===== src/rtl/resv_pkg.sv =====
package resv_pkg;

  typedef enum logic [1:0] {
    OP_LOAD     = 2'd0,
    OP_LOAD_EX  = 2'd1,
    OP_STORE    = 2'd2,
    OP_STORE_EX = 2'd3
  } opKind_t;

  typedef enum logic {
    MON_OPEN = 1'b0,
    MON_EXCL = 1'b1
  } monState_t;

  localparam int SIZE_W = 3;
  localparam logic [SIZE_W-1:0] SZ_NONE = 3'd0;

  // Strobes from control to datapath
  typedef struct packed {
    logic capture;  // record region and size
    logic clear;    // forget size
  } dpCtl_t;

endpackage


===== src/rtl/resv_datapath.sv =====
module resv_datapath
  import resv_pkg::*;
#(
  parameter int ADDR_W      = 32,
  parameter int IGNORE_BITS = 11
) (
  input  logic              clk,
  input  logic              rstN,
  input  dpCtl_t            ctl,
  input  logic [ADDR_W-1:0] opAddr,
  input  logic [SIZE_W-1:0] opSize,
  output logic              tagHit,
  output logic              sizeHit
);

  localparam logic [ADDR_W-1:0] ADDR_MASK = {ADDR_W{1'b1}} << IGNORE_BITS;

  logic [ADDR_W-1:0] maskedAddr;
  logic [ADDR_W-1:0] tagReg;
  logic [SIZE_W-1:0] sizeReg;

  assign maskedAddr = opAddr & ADDR_MASK;
  assign tagHit     = (maskedAddr == tagReg);
  assign sizeHit    = (opSize == sizeReg);

  always_ff @(posedge clk) begin
    if (!rstN) begin
      tagReg  <= '0;
      sizeReg <= SZ_NONE;
    end else if (ctl.capture) begin
      tagReg  <= maskedAddr;
      sizeReg <= opSize;
    end else if (ctl.clear) begin
      sizeReg <= SZ_NONE;
    end
  end

  // a capture records the new region and size
  a_r10_capture_region: assert property (@(posedge clk) disable iff (!rstN)
    ctl.capture |=> (tagReg == ($past(opAddr) & ADDR_MASK)) && (sizeReg == $past(opSize)));

  // a clear leaves size none
  a_r6_clear_size_none: assert property (@(posedge clk) disable iff (!rstN)
    (ctl.clear && !ctl.capture) |=> (sizeReg == SZ_NONE));

  // low bits never held in the tag
  a_r3_tag_low_zero: assert property (@(posedge clk) disable iff (!rstN)
    (tagReg & ~ADDR_MASK) == '0);

endmodule


===== src/rtl/resv_ctrl.sv =====
module resv_ctrl
  import resv_pkg::*;
(
  input  logic       clk,
  input  logic       rstN,
  input  logic       opValid,
  input  logic [1:0] opKind,
  input  logic       tagHit,
  input  logic       sizeHit,
  output dpCtl_t     ctl,
  output logic       resultValid,
  output logic       localPass,
  output logic       statusCode
);

  monState_t state, stateNext;
  logic isLoadEx, isStore, isStoreEx, passNow;

  assign isLoadEx  = opValid && (opKind == OP_LOAD_EX);
  assign isStore   = opValid && (opKind == OP_STORE);
  assign isStoreEx = opValid && (opKind == OP_STORE_EX);
  assign passNow   = isStoreEx && (state == MON_EXCL) && tagHit && sizeHit;

  always_comb begin
    ctl.capture = isLoadEx;
    ctl.clear   = isStoreEx || (isStore && tagHit);
    stateNext   = state;
    if (ctl.capture)      stateNext = MON_EXCL;
    else if (ctl.clear)   stateNext = MON_OPEN;
  end

  always_ff @(posedge clk) begin
    if (!rstN) begin
      state       <= MON_OPEN;
      resultValid <= 1'b0;
      localPass   <= 1'b0;
      statusCode  <= 1'b0;
    end else begin
      state       <= stateNext;
      resultValid <= isStoreEx;
      localPass   <= passNow;
      statusCode  <= isStoreEx && !passNow;
    end
  end

  // verdict strobe only after an exclusive store
  a_r9_strobe_source: assert property (@(posedge clk) disable iff (!rstN)
    resultValid |-> $past(opValid && (opKind == OP_STORE_EX)));

  // no flags without a strobe
  a_r9_quiet_flags: assert property (@(posedge clk) disable iff (!rstN)
    !resultValid |-> (!localPass && !statusCode));

  // any exclusive store leaves the monitor open
  a_r6_store_ex_opens: assert property (@(posedge clk) disable iff (!rstN)
    (opValid && (opKind == OP_STORE_EX)) |=> (state == MON_OPEN));

  // a pass needs a held reservation
  a_r2_pass_needs_excl: assert property (@(posedge clk) disable iff (!rstN)
    localPass |-> $past(state == MON_EXCL));

  // a plain load keeps the state
  a_r8_load_keeps: assert property (@(posedge clk) disable iff (!rstN)
    (opValid && (opKind == OP_LOAD)) |=> $stable(state));

endmodule


===== src/rtl/resv_monitor.sv =====
module resv_monitor
  import resv_pkg::*;
#(
  parameter int ADDR_W      = 32,
  parameter int IGNORE_BITS = 11
) (
  input  logic              clk,
  input  logic              rstN,
  input  logic              opValid,
  input  logic [1:0]        opKind,
  input  logic [ADDR_W-1:0] opAddr,
  input  logic [SIZE_W-1:0] opSize,
  output logic              resultValid,
  output logic              localPass,
  output logic              statusCode
);

  dpCtl_t ctl;
  logic   tagHit, sizeHit;

  resv_ctrl u_ctrl (
    .clk         (clk),
    .rstN        (rstN),
    .opValid     (opValid),
    .opKind      (opKind),
    .tagHit      (tagHit),
    .sizeHit     (sizeHit),
    .ctl         (ctl),
    .resultValid (resultValid),
    .localPass   (localPass),
    .statusCode  (statusCode)
  );

  resv_datapath #(
    .ADDR_W      (ADDR_W),
    .IGNORE_BITS (IGNORE_BITS)
  ) u_dp (
    .clk     (clk),
    .rstN    (rstN),
    .ctl     (ctl),
    .opAddr  (opAddr),
    .opSize  (opSize),
    .tagHit  (tagHit),
    .sizeHit (sizeHit)
  );

endmodule


===== config.mk =====
export PLATFORM = sky130hd
export DESIGN_NAME = resv_monitor
export DESIGN_NICKNAME = d
export VERILOG_FILES = /design/src/rtl/resv_pkg.sv /design/src/rtl/resv_datapath.sv /design/src/rtl/resv_ctrl.sv /design/src/rtl/resv_monitor.sv
export SDC_FILE = /design/constraint.sdc
export NUM_CORES = 1
export LEC_CHECK = 0
export CAP_MARGIN = 20
export CORE_MARGIN = 8
export CORE_UTILIZATION = 25
export DETAILED_ROUTE_END_ITERATION = 16
export DONT_BUFFER_PORTS = 1
export GPL_ROUTABILITY_DRIVEN = 0
export GPL_TIMING_DRIVEN = 0
export HOLD_SLACK_MARGIN = 0.02
export MAX_ROUTING_LAYER = met4
export PLACE_DENSITY = 0.44
export SYNTH_ARGS = -nofsm -noshare
export SYNTH_HDL_FRONTEND = slang
export SYNTH_SLANG_ARGS = --single-unit

===== constraint.sdc =====
create_clock -name clk -period 1.2 [get_ports clk]
set_input_delay 0.12 -clock clk [delete_from_list [all_inputs] [get_ports clk]]
set_output_delay 0.12 -clock clk [all_outputs]
set_load 0.005 [all_outputs]

Yosys cells after proc, flatten, opt, wreduce, memory -nomap -nowiden
Index checks and enable logic that the tools add are counted.
{"block": "classes", "n_eq_ne": 5, "n_mux": 4, "reduce_logical": 11}
{"cell": "$eq 21x21->1", "count": 1}
{"cell": "$logic_and 1x1->1", "count": 8}
{"cell": "$mux 3", "count": 2}
{"cell": "$eq 2x2->1 const B", "count": 2}
{"cell": "$eq 3x3->1", "count": 1}
{"cell": "$eq 2x1->1 const B", "count": 1}
{"cell": "$mux 1", "count": 2}
{"cell": "$reduce_bool 2->1", "count": 1}
{"cell": "$logic_not 1->1", "count": 1}
{"cell": "$logic_or 1x1->1", "count": 1}
{"block": "totals", "register_bits": 28, "input_bits": 40, "output_inout_bits": 3, "elab_cells": 26}

Longest topological paths before layout
Gate-level depths: netlist of the first run.
{"block": "depth", "word_depth": 7, "mapped_depth": 6, "ltp_nobuf": 5}

Modules after synthesis
A second synthesis of the first run with hierarchy kept.
{"block": "unflattened", "cells_unflattened": 130, "area_unflattened_um2": 1330.0}
{"module": "resv_datapath", "instances": 1, "cells_per_inst": 112, "area_per_inst_um2": 1167.4, "seq_area_each_um2": 480.5}
{"module": "resv_ctrl", "instances": 1, "cells_per_inst": 18, "area_per_inst_um2": 162.7, "seq_area_each_um2": 80.1}

Worst setup path after synthesis of the first run
No wires, ideal clock.
{"block": "synth_path", "path_type": "reg2reg", "startpoint": "reg u_dp.tagReg[25]", "endpoint": "reg u_ctrl.state", "setup_time_ps": 117, "arrival_ps": 1179, "required_time_ps": 1083, "slack_ps": -96, "stages_incl_launch_ff": 5, "path_buffers": 0, "synth_period_minus_slack_ps": 1296, "path_cell_list": "dfxtp_1 -> xor2_1 -> nor4_4 -> nand4_2 -> a32o_1"}
{"block": "synth_via", "elab_chain_cells": 4}
{"element": "start, declared", "line": "resv_datapath.sv:19", "source": "logic [ADDR_W-1:0] tagReg;"}
{"element": "start signal, assigned", "line": "resv_datapath.sv:31", "source": "tagReg <= maskedAddr;"}
{"element": "$eq 21x21->1", "line": "resv_datapath.sv:23", "source": "assign tagHit = (maskedAddr == tagReg);"}
{"element": "$logic_and 1x1->1", "line": "resv_ctrl.sv:26", "source": "ctl.clear = isStoreEx || (isStore && tagHit);"}
{"element": "$logic_or 1x1->1", "line": "resv_ctrl.sv:26"}
{"element": "$reduce_bool 2->1 (no line)"}
{"element": "end signal, assigned", "line": "resv_ctrl.sv:39", "source": "state <= stateNext;"}
{"element": "end, declared", "line": "resv_ctrl.sv:16", "source": "monState_t state, stateNext;"}
No other way between the ends.
A chain may end at the register's enable or synchronous reset.

Final worst setup path of the first run
{"block": "layout_path", "startpoint": "reg u_dp.tagReg[28]", "endpoint": "reg u_ctrl.state"}
Same word-level chain as after synthesis.

==> results by group, run 1 <==
Run status
  • Run status: finished with violations
  • Failing checks: setup timing

Pwr
  • Comb power frac: 11.8%
  • Leak pwr: 0.603 nW
  • Sw frac: 21.5%
  • Peak supply drop: 537 uV
  • Internal: 1.54 mW
  • Clock power share: 38.1%
  • Power Density: 1120 nW/um2
  • Seq pwr share: 50.1%
  • Psw: 421 uW

STA
  • Peak Freq: 688 MHz
  • Final Max Tran Viols: 0
  • Final WS setup: -0.254 ns
  • RSZ-0062 raised after global routing: true
  • Fin crit period: 1.45 ns
  • Final Hold Viols: 0
  • Worst slew margin: 68.6%
  • Period utilization: 121%
  • Slew @ Worst Pin: 0.471 ns
  • Fin Setup TNS: -1.30 ns
  • Clk_skew: 0.00320 ns
  • Setup-failing EPs final: 6

Clocking
  • CTS H-tree lvls: 1
  • Clock root cell: clkbuf_8
  • CTS clk-pin slew, worst paths: 0.10 ns
  • CTS Buffer Depth: 2
  • TritonCTS Buffers: 3
  • Clock sink total: 28
  • Clock Latency Late Sink: 0.27 ns
  • CTS tree: built

Floorplan
  • Ports: 43
  • Core area: 5140 um2
  • Starting Density: 26.0%
  • Die Ht: 89.1 um
  • Die Area: 7950 um2
  • # rows: 26
  • Die width: 89.1 um

Yosys
  • Synth area leaders: dfxtp_1, nand2_1, a21boi_0, xnor2_1, xor2_1
  • Syn Area/Cell: 8.57 um2
  • Post-synth top area share: 41.9%
  • Top FF cell, synth: dfxtp_1
  • Post-synthesis cell type count: 21
  • Register area share after synthesis: 41.9%
  • Yosys reg bits: 28
  • Post-Synthesis Cell Area: 1340 um2
  • Mapped Cells: 156
  • EDFF count, synth: 0
  • Async S/R FF share, synth: 0%
  • Ys Warns: 0
  • Synth area leader: dfxtp_1
  • Syn_nets: 196

Detailed routing
  • Remaining DRCs: 0
  • Via count: 1128
  • Wire length per cell: 13.8 um
  • Drt initial violations: 64
  • Via-per-instance ratio: 4.46
  • Pre-antenna DRT Iters: 4
  • WL final: 3.49 mm
  • Final ANT Viol Nets: 0

GRT
  • Total gr overflow: 0
  • Vias in the first global route: 1153
  • Initial antenna violation count: 0
  • Largest net degree at the start of global routing: 17
  • First-pass GRT wire length: 5.57 mm
  • GR Util All Layers: 9.53%

Placement
  • Final HPWL DP: 2.52 mm
  • IO buf count: 0
  • Dpl cell area: 1430 um2
  • Setup WS pre-CTS: -0.287 ns
  • Post-Place Cells: 226

Hold path
  • Hold Crit Class: in2reg

Worst setup path
  • Crit path DAT: 1.63 ns
  • Endpoint class of the critical path: flop
  • Worst setup SP type: flop
  • Critical Path Fanout Max: 4
  • Required time worst endpoint: 1.37 ns
  • Crit path kind: reg2reg

Finish
  • Fraction of layout instances using a drive strength above 1: 10.9%
  • Post-layout util: 34.0%
  • Area Growth Syn to Fin: 30.5%
  • Fin nets: 224
  • Diode count: 0
  • Layout Cells excl Fill: 253
  • Fillers: 572
  • Final Cell Area: 1750 um2

Run
  • Total of max-cap violations: 0
==> worst paths after layout <==
path                         from               end  slack [ns]  cells past startpoint
setup reg to reg  u_dp.tagReg[28]      u_ctrl.state       -0.25                      5
setup / recovery  u_dp.tagReg[28]      u_ctrl.state       -0.25                      5
hold / removal          opKind[1]  u_ctrl.localPass        0.03                      2
hold reg to reg   u_dp.tagReg[24]   u_dp.tagReg[24]        0.47                      2
==> area by class of cell <==
class                   count  area, um2  area share (%)
multi-input cells         118        754            43.2
plain buffers               8       32.5            1.86
inverters                   2       7.51           0.430
well taps                  70       87.6            5.02
clock buffers               3       41.3            2.37
clock inverters             1       30.0            1.72
repair buffers             23        228            13.0
flip-flops and latches     28        564            32.3
==> power groups by stage <==
stage	Combinational [mW]	Clock [mW]	Sequential, mW
after floorplan	0.135	0	0.998
after global placement	0.160	0	1.00
after detailed placement	0.166	0	1.00
after CTS	0.231	0.764	0.982
after global routing	0.256	0.817	0.987
final	0.231	0.746	0.982
==> layout by cell type (no fill, tap or decap), types with 2 or more instances in the layout <==
master,n
nand2_1,46
dfxtp_1,25
dlygate4sd3_1,22
a21boi_0,21
xnor2_1,14
xor2_1,8
clkbuf_1,6
nand4_1,6
o21ai_0,4
nand3b_1,3
a31o_2,3
clkbuf_8,3
dfxtp_2,3
nor2_1,2
buf_2,2
inv_1,2
xnor2_2,2
==> state kept, by name (all words and copies together), names as in the netlist <==
register / cells
u_dp.sizeReg: 3
u_dp.tagReg: 21
u_ctrl.statusCode: 1
u_ctrl.localPass: 1
u_ctrl.state: 1
u_ctrl.resultValid: 1
==> metal layers <==
metal  wire [um]  track usage (%)  vias up  share of wire, %
met5           0                -        -                 0
met4          49             4.08        0               1.4
met3         182             2.02        2               5.2
met2        1710             15.2       22                49
met1        1550             11.3      533                44
li1            -                -      571                 -
==> synthesized netlist by cell type (2+ instances only) <==
master,instances
nand3b_1,3
dfxtp_1,28
xnor2_1,16
buf_2,2
inv_1,2
o21ai_0,4
a21boi_0,21
clkbuf_1,6
nand4_1,6
nand2_1,46
nor2_1,3
xor2_1,8
a31o_2,3
==> through the flow <==
step | power, mW | hold slack, ns
floorplan | 1.13 | 0.265
global placement | 1.16 | 0.267
detailed placement | 1.17 | 0.275
CTS | 1.98 | 0.0360
global route | 2.06 | 0.0394
finish | 1.96 | 0.0288
==> critical path, cell delays in order, from the launching register on <==
cell     delay (ns)
dfxtp_2        0.35
xnor2_2        0.16
nand4_1        0.16
nor4_4         0.21
nand4_2        0.19
a32o_1         0.29
==> logic make-up after synthesis <==
family	after synthesis	synth area share, %
and+or+nand+nor	65	23.4
AOI/OAI and AO/OA	29	16.0
DFF	28	41.9
xor gates and xnor gates	24	15.7
buffers and inverters	10	2.99
==> what timing repair did <==
action                     4_1_cts  5_1_grt
hold buffers                    22        0
pin swaps                        3        1
setup endpoints to repair        6        6
hold endpoints to repair        23        0
gates cloned                     0        0
gates resized for setup          3        3
setup buffers                    1        0
Note: power is estimated with default switching activity, not from simulation.
==> run 2: changes to the inputs <==
RECOVER_POWER = 50   (was default)
==> run 2 against run 1 <==
The flow still finishes with violations (setup timing); sequential power is essentially flat; global-route usage did not move; clock power is essentially flat; largest power group unchanged.
==> results by group, run 2 (same netlist as run 1, synthesis figures left out) <==
Run status
  • Run status: finished with violations
  • Failing checks: setup timing

STA
  • Clk_skew: 0.00348 ns (+0.000284 ns)
  • Final WS setup: -0.251 ns (+0.00244 ns)
  • Worst slew margin: 68.6% (about the same)
  • Min Hold Slack: 0.0296 ns (+0.000788 ns)
  • Period utilization: 121% (-0.20 points)
  • RSZ-0062 raised after global routing: true
  • Final Max Tran Viols: 0 (unchanged)
  • Fin Setup TNS: -1.30 ns (-0.000530 ns)
  • Peak Freq: 689 MHz (+0.17%)
  • Final Hold Viols: 0 (unchanged)
  • Slew @ Worst Pin: 0.471 ns (+0.0000262 ns)
  • Setup-failing EPs final: 6 (unchanged)
  • Fin crit period: 1.45 ns (-0.00244 ns)

Worst setup path
  • Crit-path max cell delay: 0.35 ns (about the same)
  • Crit path DAT: 1.63 ns (about the same)
  • Required time worst endpoint: 1.37 ns (about the same)
  • Crit path kind: reg2reg
  • Endpoint class of the critical path: flop
  • Worst setup SP type: flop
  • Top delay family on crit path: simple AND/OR/NAND/NOR gates
  • Critical-path top delay cell: dfxtp_2
  • Bufs and invs on worst path: 0 (unchanged)
  • CP cell instances: xnor2_2 -> nand4_1 -> nor4_4 -> nand4_2 -> a32o_1
  • Critical Path Fanout Max: 4 (unchanged)

Finish
  • Max reg flops: 21 (unchanged)
  • Diode count: 0 (unchanged)
  • Reg with most FFs: u_dp.tagReg
  • Most frequent cells in the layout: nand2_1, dfxtp_1, dlygate4sd3_1
  • Fin nets: 224 (unchanged)
  • Commonest non-fill, non-tap cell in the layout: nand2_1
  • Largest regs: u_dp.tagReg: 21 flops, u_dp.sizeReg: 3 flops
  • Fraction of layout instances using a drive strength above 1: 10.9% (unchanged)
  • Final Cell Area: 1750 um2 (unchanged)
  • Area Growth Syn to Fin: 30.5% (unchanged)

GRT
  • GR Util All Layers: 9.53% (unchanged)
  • Initial antenna violation count: 0 (unchanged)
  • First-pass GRT wire length: 5.57 mm (unchanged)
  • Vias in the first global route: 1153 (unchanged)
  • Largest net degree at the start of global routing: 17 (unchanged)
  • Total gr overflow: 0 (unchanged)

Pwr
  • Leak pwr: 0.604 nW (+0.18%)
  • Psw: 421 uW (about the same)
  • Tot Pwr: 1.96 mW (about the same)
  • Seq pwr share: 50.1% (about the same)
  • Power Density: 1120 nW/um2 (about the same)
  • Peak supply drop: 538 uV (+0.13%)
  • Sw frac: 21.5% (about the same)
  • Comb power frac: 11.8% (about the same)
  • Clock power share: 38.1% (about the same)
  • Internal: 1.54 mW (about the same)

Detailed routing
  • Via count: 1125 (-0.27%)
  • Pre-antenna DRT Iters: 4 (unchanged)
  • WL final: 3.49 mm (about the same)
  • Remaining DRCs: 0 (unchanged)
  • Final ANT Viol Nets: 0 (unchanged)
  • Drt initial violations: 64 (unchanged)
  • Wire length per cell: 13.8 um (about the same)
  • Via-per-instance ratio: 4.45 (-0.27%)

Placement
  • Final HPWL DP: 2.52 mm (unchanged)
  • IO buf count: 0 (unchanged)
  • Setup WS pre-CTS: -0.287 ns (unchanged)
  • Dpl cell area: 1430 um2 (unchanged)

Clocking
  • CTS tree: built
  • CTS H-tree lvls: 1 (unchanged)
  • Clock sink total: 28 (unchanged)
  • TritonCTS Buffers: 3 (unchanged)
  • Clock root cell: clkbuf_8
  • CTS clk-pin slew, worst paths: 0.10 ns (about the same)
  • CTS Buffer Depth: 2 (unchanged)
  • Clock Latency Late Sink: 0.27 ns (about the same)

Floorplan
  • Die Area: 7950 um2 (unchanged)
  • Ports: 43 (unchanged)
  • # rows: 26 (unchanged)
  • Die width: 89.1 um (unchanged)
  • Starting Density: 26.0% (unchanged)
  • Die Ht: 89.1 um (unchanged)
  • Core area: 5140 um2 (unchanged)

Hold path
  • Hold Crit Class: in2reg

Run
  • Total of max-cap violations: 0 (unchanged)
-- run 2: changes by cell type in the layout (fill, tap and decap cells not counted), sizes merged --
cell    previous run  this run
buf                3         2
clkbuf             9        10
-- run 2: per-stage QoR --
step                instances  util, %
floorplan                 156        -
global placement          226     27.7
detailed placement        226     27.7
CTS                       253     33.8
global route              253     34.0
finish                    253     34.0
-- run 2: worst paths after layout --
kind                         from  cells past startpoint  slack [ns]                 end
setup / recovery  u_dp.tagReg[28]                      5       -0.25        u_ctrl.state
setup reg to reg  u_dp.tagReg[28]                      5       -0.25        u_ctrl.state
hold / removal          opKind[1]                      2        0.03  u_ctrl.resultValid
hold reg to reg   u_dp.tagReg[24]                      2        0.47     u_dp.tagReg[24]
-- run 2: layout make-up --
type / count / area (um2)
Multi-Input combinational cell: 118 / 754
Buffer: 8 / 32.5
Sequential cell: 28 / 564
Fill cell: 572 / 3390
Inverter: 2 / 7.51
Timing Repair Buffer: 23 / 228
Tap cell: 70 / 87.6
Clock buffer: 3 / 41.3
Clock inverter: 1 / 30.0
-- run 2: power groups by stage --
stage,logic [mW],clock network (mW),registers [mW]
after floorplan,0.135,0,0.998
after global placement,0.160,0,1.00
after detailed placement,0.166,0,1.00
after CTS,0.231,0.764,0.982
after global routing,0.256,0.817,0.987
final,0.231,0.746,0.982
-- run 2: per-layer routing --
| layer | part of all wire (%) | routed length, um | GRT usage (%) | up-vias |
|---|---|---|---|---|
| met2 | 49 | 1710 | 15.2 | 23 |
| li1 | - | - | - | 569 |
| met4 | 1.4 | 49 | 4.08 | 0 |
| met1 | 44 | 1520 | 11.3 | 531 |
| met5 | 0 | 0 | - | - |
| met3 | 6.0 | 209 | 2.02 | 2 |
-- run 2: worst register-to-register path, cell delays in order (launching register included) --
cell	delay, ns
dfxtp_2	0.35
xnor2_2	0.16
nand4_1	0.16
nor4_4	0.21
nand4_2	0.19
a32o_1	0.29
-- run 2: what timing repair did --
item / CTS / global route
hold endpoints to repair: 23 / 0
gates resized for setup: 3 / 3
pin swaps: 3 / 1
buffers inserted: 1 / 0
setup endpoints to repair: 6 / 6
hold buffers: 22 / 0
==> run 3: changes to the inputs <==
ABC_AREA = 1   (was default)
==> run 3 against run 2 <==
The run still ends with setup timing left; area after synthesis increased by 5.2%; sequential power is essentially flat; hold slack got worse by 0.0047 ns; non-clock buffer count unchanged; via count grew 18%; count of clock-buffer cells in the layout did not move; die area increased by 4.3%; wire length rose by 6.4%; utilization about the same; combinational power rose by 22%; critical path type unchanged; critical endpoint is now u_dp.sizeReg[1].
==> results by group, run 3 <==
Run status
  • Run status: finished with violations
  • Failing checks: setup timing

STA
  • RSZ-0062 raised after global routing: true
  • Worst slew margin: 70.2% (+1.7 points)
  • Slew @ Worst Pin: 0.447 ns (-0.0249 ns)
  • Fin Setup TNS: -0.288 ns (+1.01 ns)
  • Peak Freq: 793 MHz (+15%)
  • Period utilization: 105% (-16 points)
  • Final WS setup: -0.0618 ns (+0.189 ns)
  • Final Hold Viols: 0 (unchanged)
  • Setup-failing EPs final: 5 (-1)
  • Clk_skew: 0.00297 ns (-0.000509 ns)
  • Final Max Tran Viols: 0 (unchanged)
  • Fin crit period: 1.26 ns (-0.189 ns)

Detailed routing
  • Remaining DRCs: 0 (unchanged)
  • Wire length per cell: 11.9 um (-14%)
  • Via count: 1327 (+18%)
  • Via-per-instance ratio: 4.25 (-4.4%)
  • WL final: 3.71 mm (+6.4%)
  • Final ANT Viol Nets: 0 (unchanged)
  • Pre-antenna DRT Iters: 4 (unchanged)
  • Drt initial violations: 41 (-36%)

Floorplan
  • Ports: 43 (unchanged)
  • Core area: 5470 um2 (+6.5%)
  • Die width: 91.0 um (+2.1%)
  • Die Ht: 91.0 um (+2.1%)
  • Starting Density: 25.7% (-0.30 points)
  • Die Area: 8290 um2 (+4.3%)
  • # rows: 27 (+3.8%)

Yosys
  • Post-synth top area share: 39.8% (-2.1 points)
  • Yosys reg bits: 28 (unchanged)
  • Ys Warns: 0 (unchanged)
  • Register area share after synthesis: 39.8% (-2.1 points)
  • Post-synthesis cell type count: 22 (+4.8%)
  • Mapped Cells: 212 (+36%)
  • Syn_nets: 252 (+29%)
  • EDFF count, synth: 0 (unchanged)
  • Top FF cell, synth: dfxtp_1
  • Syn Area/Cell: 6.64 um2 (-23%)
  • Synth area leaders: dfxtp_1, nand2_1, nor2_1, inv_1, o21ai_0
  • Synth area leader: dfxtp_1
  • Async S/R FF share, synth: 0% (unchanged)
  • Post-Synthesis Cell Area: 1410 um2 (+5.2%)
  • Commonest cells in the netlist: nand2_1, nor2_1, inv_1
  • Most common cell in the synthesized netlist: nand2_1

Pwr
  • Comb power frac: 15.6% (+3.8 points)
  • Sw frac: 25.7% (+4.2 points)
  • Clock power share: 28.8% (-9.3 points)
  • Power Density: 970 nW/um2 (-14%)
  • Peak supply drop: 427 uV (-21%)
  • Tot Pwr: 1.80 mW (-8.1%)
  • Internal: 1.34 mW (-13%)
  • Leak pwr: 0.814 nW (+35%)
  • Seq pwr share: 55.6% (+5.5 points)
  • Psw: 463 uW (+10%)

Worst setup path
  • Crit path launch: u_dp.tagReg[25]
  • CP cell instances: nor2_2 -> nor2_1 -> nor2_1 -> nand2_1 -> nor2_4 -> nand4_4 -> nand3_2 -> a21oi_1
  • Critical Path Fanout Max: 4 (unchanged)
  • Worst setup SP type: flop
  • Endpoint class of the critical path: flop
  • Crit-path max cell delay: 0.34 ns (about the same)
  • Crit path DAT: 1.42 ns (-0.21 ns)
  • Crit path kind: reg2reg
  • Worst r2r src: u_dp.tagReg[25]
  • RR Endpoint: u_dp.sizeReg[1]
  • Crit path top cell by count: nor2_1
  • Critical-path top delay cell: dfxtp_2
  • CP endpoint: u_dp.sizeReg[1]
  • Required time worst endpoint: 1.36 ns (about the same)
  • FF-to-FF setup slack: -0.06 ns (+0.19 ns)
  • Worst-case reg-to-reg path depth: 8 (+3)

Finish
  • Post-layout util: 33.9% (about the same)
  • Commonest non-fill, non-tap cell in the layout: nand2_1
  • Max reg flops: 21 (unchanged)
  • Final Cell Area: 1860 um2 (+6.4%)
  • Area Growth Syn to Fin: 31.9%
  • Diode count: 0 (unchanged)
  • Multi-input combinational cell area: 747 um2 (-1.0%)
  • Fillers: 588 (+2.8%)
  • Reg with most FFs: u_dp.tagReg
  • Fraction of layout instances using a drive strength above 1: 15.0% (+4.1 points)
  • Register area: 572 um2 (+1.3%)
  • Most frequent cells in the layout: nand2_1, inv_1, nor2_1
  • Largest regs: u_dp.tagReg: 21 flops, u_dp.sizeReg: 3 flops
  • Fin nets: 282 (+26%)

GRT
  • First-pass GRT wire length: 6.21 mm (+12%)
  • Vias in the first global route: 1331 (+15%)
  • Largest net degree at the start of global routing: 15 (-2)
  • Initial antenna violation count: 0 (unchanged)
  • Total gr overflow: 0 (unchanged)
  • GR Util All Layers: 9.38% (-0.15 points)

Clocking
  • CTS H-tree lvls: 1 (unchanged)
  • CTS Buffer Depth: 2 (unchanged)
  • Clock root cell: clkbuf_8
  • Clock sink total: 28 (unchanged)
  • Clock Latency Late Sink: 0.27 ns (about the same)
  • Postcts setup bufs: 0 (-1)
  • CTS clk-pin slew, worst paths: 0.10 ns (about the same)
  • CTS tree: built
  • TritonCTS Buffers: 3 (unchanged)

Placement
  • Setup WS pre-CTS: -0.126 ns (+0.162 ns)
  • Dpl cell area: 1500 um2 (+5.1%)
  • IO buf count: 0 (unchanged)
  • Final HPWL DP: 2.60 mm (+3.5%)

Hold path
  • Hold Crit Class: in2reg

Run
  • Total of max-cap violations: 0 (unchanged)
## run 3: cell types whose count changed after synthesis, moves of 5 or more
cell | previous run | this run
a21boi_0 | 21 | 0
a21oi_1 | 0 | 18
inv_1 | 2 | 30
nand2_1 | 46 | 51
nand3_1 | 0 | 6
nand4_1 | 6 | 0
nor2_1 | 3 | 31
o21ai_0 | 4 | 21
xnor2_1 | 16 | 4
## run 3: how the worst min path moves through the flow
| stage | from | end | slack (ns) | cells past startpoint |
|---|---|---|---|---|
| floorplan | opAddr[12] | u_dp.tagReg[12] | 0.25 | 2 |
| global placement | opAddr[12] | u_dp.tagReg[12] | 0.25 | 2 |
| detailed placement | opAddr[11] | u_dp.tagReg[11] | 0.26 | 2 |
| CTS | opKind[0] | u_ctrl.resultValid | 0.02 | 2 |
| global route | opKind[0] | u_ctrl.resultValid | 0.02 | 2 |
| finish | opKind[0] | u_ctrl.resultValid | 0.02 | 2 |
## run 3: critical path: cells and delay by family (launching register included)
kind | cells | cell delay [ns]
simple gates | 7 | 0.76
flops | 1 | 0.34
compound gates | 1 | 0.05
## run 3: final cells by class
class	instances	area share [%]
Inverter	32	6.47
Multi-Input combinational cell	146	40.2
Clock buffer	3	2.22
Buffer	6	1.95
Tap cell	72	4.85
Sequential cell	28	30.8
Timing Repair Buffer	25	13.5
## run 3: cells by family (layout without fill, tap and decap cells)
kind of cell,after synthesis,in the layout,synth area share [%]
flops,28,28,39.8
compound gates,39,39,13.9
xor+xnor,8,8,4.98
buf+inv,38,66,11.1
simple gates,99,99,30.2
## run 3: layer usage
layer  track usage, %  wire length, um
met1             10.8             1680
met2             15.6             1830
met3             1.98              166
met4             3.68               44
met5                -                0
## run 3: through the flow
stage	hold slack, ns	instances
3_3_place_gp	0.252	284
4_1_cts	0.0248	312
2_1_floorplan	0.248	212
5_1_grt	0.0241	312
6_report	0.0249	312
3_5_place_dp	0.263	284
## run 3: repair_timing
item,CTS,global route
setup endpoints to repair,6,6
endpoints found under the hold margin,24,0
hold buffers,25,0
resized for setup,12,10
pin swaps,5,6
## run 3: power groups by stage
stage               clock network, mW  registers [mW]  logic (mW)
floorplan                           0            1.01       0.164
global placement                    0            1.02       0.199
detailed placement                  0            1.02       0.202
CTS                             0.535            1.00       0.276
global route                    0.584            1.01       0.319
finish                          0.519            1.00       0.281
